<file path="config.mk">
export PLATFORM = sky130hd
export DESIGN_NAME = flcmd_decoder
export DESIGN_NICKNAME = d
export VERILOG_FILES = /design/src/rtl/flcmd_pkg.sv /design/src/rtl/flcmd_match.sv /design/src/rtl/flcmd_seq.sv /design/src/rtl/flcmd_erase_acc.sv /design/src/rtl/flcmd_decoder.sv
export SDC_FILE = /design/constraint.sdc
export NUM_CORES = 1
export LEC_CHECK = 0
export ABC_AREA = 1
export BUFFER_PORTS_ARGS = -buffer_cell sky130_fd_sc_hd__buf_2
export CAP_MARGIN = 20
export CORE_MARGIN = 10
export CORE_UTILIZATION = 58
export DETAILED_ROUTE_END_ITERATION = 7
export PLACE_DENSITY = 0.85
export RECOVER_POWER = 25
export REMOVE_ABC_BUFFERS = 1
export SYNTH_ARGS = -nofsm -noshare
export SYNTH_HDL_FRONTEND = slang
export SYNTH_SLANG_ARGS = --single-unit
</file>
<file path="constraint.sdc">
create_clock -name clk -period 3.6 [get_ports clk]
set_clock_uncertainty 0.1 [all_clocks]
set_input_delay 0.18 -clock clk [delete_from_list [all_inputs] [get_ports clk]]
set_output_delay 0.18 -clock clk [all_outputs]
set_load 0.05 [all_outputs]
</file>
<file path="src/rtl/flcmd_pkg.sv">
package flcmd_pkg;
    parameter int ADDR_W = 12;
    parameter int DATA_W = 8;
    parameter int SECT_W = 3;
    parameter int NSECT  = 1 << SECT_W;
    parameter int UNLK_W = 11;
    parameter int TMO_W  = 8;

    localparam logic [UNLK_W-1:0] UNLK_ADDR_A = UNLK_W'(12'h555);
    localparam logic [UNLK_W-1:0] UNLK_ADDR_B = UNLK_W'(12'h2AA);

    localparam logic [DATA_W-1:0] CMD_UNLK_A = DATA_W'(8'hAA);
    localparam logic [DATA_W-1:0] CMD_UNLK_B = DATA_W'(8'h55);
    localparam logic [DATA_W-1:0] CMD_PROG   = DATA_W'(8'hA0);
    localparam logic [DATA_W-1:0] CMD_ESETUP = DATA_W'(8'h80);
    localparam logic [DATA_W-1:0] CMD_SECTOR = DATA_W'(8'h30);
    localparam logic [DATA_W-1:0] CMD_CHIP   = DATA_W'(8'h10);
    localparam logic [DATA_W-1:0] CMD_ASEL   = DATA_W'(8'h90);
    localparam logic [DATA_W-1:0] CMD_BYPASS = DATA_W'(8'h20);
    localparam logic [DATA_W-1:0] CMD_BXIT   = DATA_W'(8'h00);
    localparam logic [DATA_W-1:0] CMD_RESET  = DATA_W'(8'hF0);

    typedef enum logic [1:0] {
        ACC_LOCK  = 2'b00,
        ACC_NORM  = 2'b01,
        ACC_BOOST = 2'b10,
        ACC_RSVD  = 2'b11
    } acc_lvl_e;

    typedef enum logic [3:0] {
        SQ_IDLE, SQ_U1, SQ_U2, SQ_PDATA,
        SQ_ES, SQ_EU1, SQ_EU2, SQ_COLLECT, SQ_BXIT
    } seq_st_e;

    typedef struct packed {
        logic              valid;
        logic              is_reset;
        logic              unlk_a;
        logic              unlk_b;
        logic              cmd_addr;
        logic [DATA_W-1:0] data;
        logic [ADDR_W-1:0] addr;
    } wr_tok_t;

    function automatic logic [SECT_W-1:0] sect_of(input logic [ADDR_W-1:0] a);
        return a[ADDR_W-1 -: SECT_W];
    endfunction
endpackage

</file>
<file path="src/rtl/flcmd_match.sv">
module flcmd_match
    import flcmd_pkg::*;
(
    input  logic              wr_en,
    input  logic [ADDR_W-1:0] wr_addr,
    input  logic [DATA_W-1:0] wr_data,
    output wr_tok_t           tok
);
    logic [UNLK_W-1:0] low_addr;
    logic              at_a;
    logic              at_b;

    assign low_addr = wr_addr[UNLK_W-1:0];
    assign at_a     = (low_addr == UNLK_ADDR_A);
    assign at_b     = (low_addr == UNLK_ADDR_B);

    always_comb begin
        tok.valid    = wr_en;
        tok.is_reset = (wr_data == CMD_RESET);
        tok.cmd_addr = at_a;
        tok.unlk_a   = at_a && (wr_data == CMD_UNLK_A);
        tok.unlk_b   = at_b && (wr_data == CMD_UNLK_B);
        tok.data     = wr_data;
        tok.addr     = wr_addr;
    end
endmodule

</file>
<file path="src/rtl/flcmd_seq.sv">
module flcmd_seq
    import flcmd_pkg::*;
(
    input  logic    clk,
    input  logic    rst,
    input  wr_tok_t tok,
    input  logic    sync_mode,
    input  logic    acc_boost,
    input  logic    col_done,
    output logic    prog_req,
    output logic    chip_req,
    output logic    sect_start,
    output logic    sect_add,
    output logic    col_abort,
    output logic    autosel,
    output logic    bypass_cmd
);
    seq_st_e state_q, state_d;
    logic    asel_set, asel_clr, byp_set, byp_clr;
    logic    byp_eff;

    assign byp_eff = bypass_cmd | acc_boost;

    always_comb begin
        state_d    = state_q;
        prog_req   = 1'b0;
        chip_req   = 1'b0;
        sect_start = 1'b0;
        sect_add   = 1'b0;
        col_abort  = 1'b0;
        asel_set   = 1'b0;
        asel_clr   = 1'b0;
        byp_set    = 1'b0;
        byp_clr    = 1'b0;
        if (tok.valid) begin
            if (tok.is_reset) begin
                state_d   = SQ_IDLE;
                asel_clr  = 1'b1;
                col_abort = (state_q == SQ_COLLECT);
            end else begin
                state_d = SQ_IDLE;
                case (state_q)
                    SQ_IDLE: begin
                        if (autosel)                        state_d = SQ_IDLE;
                        else if (byp_eff && tok.data == CMD_PROG) state_d = SQ_PDATA;
                        else if (byp_eff && tok.data == CMD_ASEL) state_d = SQ_BXIT;
                        else if (!byp_eff && tok.unlk_a)    state_d = SQ_U1;
                    end
                    SQ_U1:  if (tok.unlk_b) state_d = SQ_U2;
                    SQ_U2: begin
                        if (tok.cmd_addr) begin
                            case (tok.data)
                                CMD_PROG:   state_d = SQ_PDATA;
                                CMD_ESETUP: state_d = SQ_ES;
                                CMD_BYPASS: byp_set = 1'b1;
                                CMD_ASEL:   asel_set = !sync_mode;
                                default:    state_d = SQ_IDLE;
                            endcase
                        end
                    end
                    SQ_PDATA: prog_req = 1'b1;
                    SQ_ES:  if (tok.unlk_a) state_d = SQ_EU1;
                    SQ_EU1: if (tok.unlk_b) state_d = SQ_EU2;
                    SQ_EU2: begin
                        if (tok.cmd_addr && tok.data == CMD_CHIP) begin
                            chip_req = 1'b1;
                        end else if (tok.data == CMD_SECTOR) begin
                            sect_start = 1'b1;
                            state_d    = SQ_COLLECT;
                        end
                    end
                    SQ_COLLECT: begin
                        if (tok.data == CMD_SECTOR) begin
                            sect_add = 1'b1;
                            state_d  = SQ_COLLECT;
                        end else begin
                            col_abort = 1'b1;
                        end
                    end
                    SQ_BXIT: byp_clr = (tok.data == CMD_BXIT);
                    default: state_d = SQ_IDLE;
                endcase
            end
        end else if (state_q == SQ_COLLECT && col_done) begin
            state_d = SQ_IDLE;
        end
    end

    always_ff @(posedge clk) begin
        if (rst) begin
            state_q    <= SQ_IDLE;
            autosel    <= 1'b0;
            bypass_cmd <= 1'b0;
        end else begin
            state_q <= state_d;
            if (asel_set)      autosel <= 1'b1;
            else if (asel_clr) autosel <= 1'b0;
            if (byp_set)       bypass_cmd <= 1'b1;
            else if (byp_clr)  bypass_cmd <= 1'b0;
        end
    end


    autosel_async_chk: assert property (@(posedge clk) disable iff (rst)
        $rose(autosel) |-> !$past(sync_mode));


    bypass_entry_chk: assert property (@(posedge clk) disable iff (rst)
        $rose(bypass_cmd) |-> ($past(state_q) == SQ_U2 && $past(tok.data) == CMD_BYPASS));


    boost_short_prog_chk: assert property (@(posedge clk) disable iff (rst)
        (acc_boost && !autosel && state_q == SQ_IDLE && tok.valid && tok.data == CMD_PROG)
        |=> state_q == SQ_PDATA);
endmodule

</file>
<file path="src/rtl/flcmd_erase_acc.sv">
module flcmd_erase_acc
    import flcmd_pkg::*;
(
    input  logic              clk,
    input  logic              rst,
    input  logic              start,
    input  logic              add,
    input  logic              abort,
    input  logic              hold,
    input  logic [SECT_W-1:0] sect,
    input  logic [TMO_W-1:0]  tmo_limit,
    output logic              done,
    output logic [NSECT-1:0]  mask
);
    logic             active_q;
    logic [TMO_W-1:0] cnt_q;
    logic [TMO_W-1:0] last_cnt;
    logic [NSECT-1:0] mask_d;

    assign last_cnt = (tmo_limit == '0) ? '0 : tmo_limit - TMO_W'(1);
    assign done     = active_q && !hold && (cnt_q >= last_cnt);

    for (genvar g = 0; g < NSECT; g++) begin : g_bit
        logic hit;
        assign hit       = (sect == SECT_W'(g));
        assign mask_d[g] = start ? hit : (mask[g] | (add & hit));
    end

    always_ff @(posedge clk) begin
        if (rst || abort || done) begin
            active_q <= 1'b0;
            cnt_q    <= '0;
            mask     <= '0;
        end else if (start || add) begin
            active_q <= 1'b1;
            cnt_q    <= '0;
            mask     <= mask_d;
        end else if (active_q) begin
            cnt_q <= cnt_q + TMO_W'(1);
        end
    end


    window_bound_chk: assert property (@(posedge clk) disable iff (rst)
        active_q |-> cnt_q <= last_cnt);


    flush_nonempty_chk: assert property (@(posedge clk) disable iff (rst)
        done |-> mask != '0);
endmodule

</file>
<file path="src/rtl/flcmd_decoder.sv">
module flcmd_decoder
    import flcmd_pkg::*;
(
    input  logic              clk,
    input  logic              rst,
    input  logic              wr_en,
    input  logic [ADDR_W-1:0] wr_addr,
    input  logic [DATA_W-1:0] wr_data,
    input  logic              sync_mode,
    input  logic [1:0]        acc_lvl,
    input  logic [TMO_W-1:0]  tmo_limit,
    output logic              prog_pulse,
    output logic [ADDR_W-1:0] prog_addr,
    output logic [DATA_W-1:0] prog_data,
    output logic              erase_pulse,
    output logic              erase_all,
    output logic [NSECT-1:0]  erase_sectors,
    output logic              refuse_pulse,
    output logic              autosel_mode,
    output logic              bypass_mode
);
    wr_tok_t          tok;
    acc_lvl_e         acc;
    logic             locked, boost;
    logic             prog_req, chip_req, sect_start, sect_add, col_abort;
    logic             col_done, byp_cmd, issue_erase;
    logic [NSECT-1:0] col_mask;

    assign acc    = acc_lvl_e'(acc_lvl);
    assign locked = (acc == ACC_LOCK);
    assign boost  = (acc == ACC_BOOST);

    flcmd_match u_match (
        .wr_en   (wr_en),
        .wr_addr (wr_addr),
        .wr_data (wr_data),
        .tok     (tok)
    );

    flcmd_seq u_seq (
        .clk        (clk),
        .rst        (rst),
        .tok        (tok),
        .sync_mode  (sync_mode),
        .acc_boost  (boost),
        .col_done   (col_done),
        .prog_req   (prog_req),
        .chip_req   (chip_req),
        .sect_start (sect_start),
        .sect_add   (sect_add),
        .col_abort  (col_abort),
        .autosel    (autosel_mode),
        .bypass_cmd (byp_cmd)
    );

    flcmd_erase_acc u_acc (
        .clk       (clk),
        .rst       (rst),
        .start     (sect_start),
        .add       (sect_add),
        .abort     (col_abort),
        .hold      (tok.valid),
        .sect      (sect_of(tok.addr)),
        .tmo_limit (tmo_limit),
        .done      (col_done),
        .mask      (col_mask)
    );

    assign bypass_mode = byp_cmd | boost;
    assign issue_erase = chip_req | col_done;

    always_ff @(posedge clk) begin
        if (rst) begin
            prog_pulse    <= 1'b0;
            prog_addr     <= '0;
            prog_data     <= '0;
            erase_pulse   <= 1'b0;
            erase_all     <= 1'b0;
            erase_sectors <= '0;
            refuse_pulse  <= 1'b0;
        end else begin
            prog_pulse   <= prog_req & !locked;
            erase_pulse  <= issue_erase & !locked;
            refuse_pulse <= (prog_req | issue_erase) & locked;
            if (prog_req) begin
                prog_addr <= tok.addr;
                prog_data <= tok.data;
            end
            if (issue_erase) begin
                erase_all     <= chip_req;
                erase_sectors <= chip_req ? '1 : col_mask;
            end
        end
    end


    refuse_needs_lock_chk: assert property (@(posedge clk) disable iff (rst)
        refuse_pulse |-> $past(acc_lvl) == ACC_LOCK);


    one_issue_chk: assert property (@(posedge clk) disable iff (rst)
        $onehot0({prog_pulse, erase_pulse, refuse_pulse}));


    prog_after_write_chk: assert property (@(posedge clk) disable iff (rst)
        prog_pulse |-> $past(wr_en) && prog_addr == $past(wr_addr) && prog_data == $past(wr_data));
endmodule

</file>
==> results.sh <==
export IMPL_ir_drop_mv=0.230
export IMPL_critPathCaptureType="flip-flop"
export IMPL_via_per_inst=5.22
export IMPL_worstPathArrival_ps=2560
export IMPL_area_delta_synth_final_pct=14.2
export IMPL_drive_gt1_share_pct=16.1
export IMPL_worst_setup_path_start_kind="input pin"
export IMPL_status="complete, no violations"
export IMPL_min_path_type="input pin to flip-flop"
export IMPL_postSynthAreaPerCell_um2=6.99
export IMPL_fin_worst_hold_slack_ps=26.6
export IMPL_clkTransAtPathRegs_ps=100
export IMPL_synth_top_area_share_pct=36.7
export IMPL_cpPeakStageDelay_ps=360
export IMPL_grtUsageTotal_pct=17.5
export IMPL_synth_yosys_seq_area_share_pct=36.7
export IMPL_grt_pass1_wl_mm=12.6
export IMPL_hold_depth=3
export IMPL_cp_slowest_cell="nor4_1"
export IMPL_synth_largest_area_cell="dfxtp_1"
export IMPL_finalHoldViolCount=0
export IMPL_reg2reg_slack_ps=1690
export IMPL_cts_setup_buffers=0
export IMPL_ctsResizeCount=0
export IMPL_root_buffer="clkbuf_8"
export IMPL_maxCapViolCount=0
export IMPL_cts_made_buffers=5
export IMPL_fin_crit_sh_pct=67.9
export IMPL_p_leak_nw=1.59
export IMPL_drtIter0Drc=188
export IMPL_start_util_pct=59.0
export IMPL_slew_violations=0
export IMPL_portBuffers=67
export IMPL_grt_pass1_vias=2932
export IMPL_setup_ws_ps=1150
export IMPL_ys_warn_count=0
export IMPL_fin_tns_setup_ps=0
export IMPL_htreeDepth=2
export IMPL_power_mw=1.05
export IMPL_grt_ovfl_total=0
export IMPL_ios=68
export IMPL_fin_crit_ps=2450
export IMPL_n_antenna_cell=0
export IMPL_mostFrequentLayoutCell="nand2_1"
export IMPL_setup_viol=0
export IMPL_dp_hpwl_mm=5.84
export IMPL_r2r_cells=13
export IMPL_crit_chain="buf_2 > inv_1 > ha_1 > nand2_1 > nor4_1 > inv_1 > nand3_1 > ha_1 > a21oi_1 > nor2_1 > nor2_1 > nand3_1 > nand2_2 > inv_1 > nand2_1 > nand3_1 > nand2_1 > inv_1"
export IMPL_syn_inst=429
export IMPL_grt_start_max_net_pins=37
export IMPL_wire_per_inst_um=13.0
export IMPL_wirelength_mm=7.35
export IMPL_num_rows=26
export IMPL_worstHoldStart="wr_addr[5]"
export IMPL_clock_path_buffers=2
export IMPL_dieArea_um2=8440
export IMPL_final_cell_mix="nand2_1, nor2_1, dfxtp_1"
export IMPL_cts_hold_fix_buffers=0
export IMPL_dieHeight_um=91.9
export IMPL_slew_headroom_pct=59.0
export IMPL_r2r_start="u_acc.cnt_q[1]"
export IMPL_cp_data_required_time_ps=3720
export IMPL_fp_dieW_um=91.9
export IMPL_fin_nets=539
export IMPL_whs_endpoint="prog_addr[5]"
export IMPL_finalInstanceArea_um2=3420
export IMPL_cts_tree="built"
export IMPL_rsz0062_at_grt="no"
export IMPL_firstDrtPassIters=4
export IMPL_route_detailed_drc=0
export IMPL_tightest_slew_ps=618
export IMPL_pre_cts_ws_ps=828
export IMPL_ys_seq_elements=55
export IMPL_cpMostUsedCell="inv_1"
export IMPL_gp_congestion=0.861
export IMPL_critPathMaxFanout=10
export IMPL_cts_sinks=55
export IMPL_worstSkewPairLatency_ps=310
export IMPL_vias=2957
export IMPL_coreArea_um2=5070
export IMPL_synth_area_leaders="dfxtp_1, nand2_1, nor2_1"
export IMPL_antenna_left=0
export IMPL_antenna_found_initial=0
export IMPL_yosys_cell_types_count=38
export IMPL_p_per_area_nw_per_um2=306
export IMPL_netlist_area_um2=3000
export IMPL_worst_r2r_endpoint="erase_sectors[6]"
export IMPL_dpl_cell_area_um2=3360
export IMPL_path_class="input pin to flip-flop"
export IMPL_fmax_ghz=0.409
## report_power, final
part | internal [mW] | switching (mW) | leakage [nW]
Sequential | 0.608 | 0.0000290 | 0.443
Clock | 0.140 | 0.204 | 0.0418
Combinational | 0.0326 | 0.0642 | 1.11
Total | 0.781 | 0.268 | 1.59
## cells in the mapped netlist, drive strengths merged
library cell	n
a21o	6
o31ai	1
nor3b	1
mux2i	4
a31oi	4
clkbuf	3
nor3	15
buf	5
inv	53
a21oi	39
clkinv	1
dfxtp	55
nand4	11
xnor2	1
nand2	91
o21bai	2
or2	1
o21ai	21
ha	10
nand3b	2
xor2	6
nand3	31
nor2	65
nor4	1
## worst max-delay path, delay by kind of cell
family	cells	cell delay, ps
buf+inv	5	550
compound gates	1	130
simple gates	10	1260
fa+ha+maj	2	440
## layer usage
| layer | GRT usage, % | share of wire (%) |
|---|---|---|
| met1 | 20.0 | 43 |
| met2 | 30.6 | 49 |
| met3 | 5.95 | 7.2 |
| met4 | 4.37 | 0.95 |
| met5 | 0 | 0 |
## worst max path at each step
stage	end	cells after the start	slack (ps)	from
6_report	erase_sectors[6]	18	1150	tmo_limit[0]
5_1_grt	erase_sectors[0]	19	880	tmo_limit[0]
4_1_cts	erase_sectors[6]	18	1140	tmo_limit[0]
3_5_place_dp	erase_sectors[6]	18	830	tmo_limit[0]
3_3_place_gp	erase_sectors[6]	18	1010	tmo_limit[0]
2_1_floorplan	erase_sectors[6]	17	1310	tmo_limit[0]
## cell families after synthesis
family | share of synthesized area, %
muxes | 1.34
buffers and inverters | 8.77
AOI/OAI and AO/OA | 13.4
xor gates and xnor gates | 2.05
and+or+nand+nor | 33.5
adders and majority gates | 4.18
DFF | 36.7
## layout make-up
type                    instances  area, um^2
fillers                       450        1650
multi-input cells             312        1630
repair buffers                 67         308
clock buffers                   6        72.6
flip-flops and latches         55        1100
clock inverters                 2        16.3
well taps                      70        87.6
inverters                      54         205
## metrics by stage
stage	instances	utilization (%)
finish	566	67.5
CTS	566	68.0
global placement	558	66.2
detailed placement	558	66.2
floorplan	421	-
global route	566	67.5
## registers in the layout, summed over array words and instances, names as in the netlist
name,count
prog_pulse,1
u_seq.autosel,1
prog_data,8
u_seq.bypass_cmd,1
u_seq.state_q,4
erase_all,1
prog_addr,12
u_acc.mask,8
u_acc.active_q,1
erase_sectors,8
refuse_pulse,1
erase_pulse,1
u_acc.cnt_q,8
Note: power is estimated with default switching activity, not from simulation.
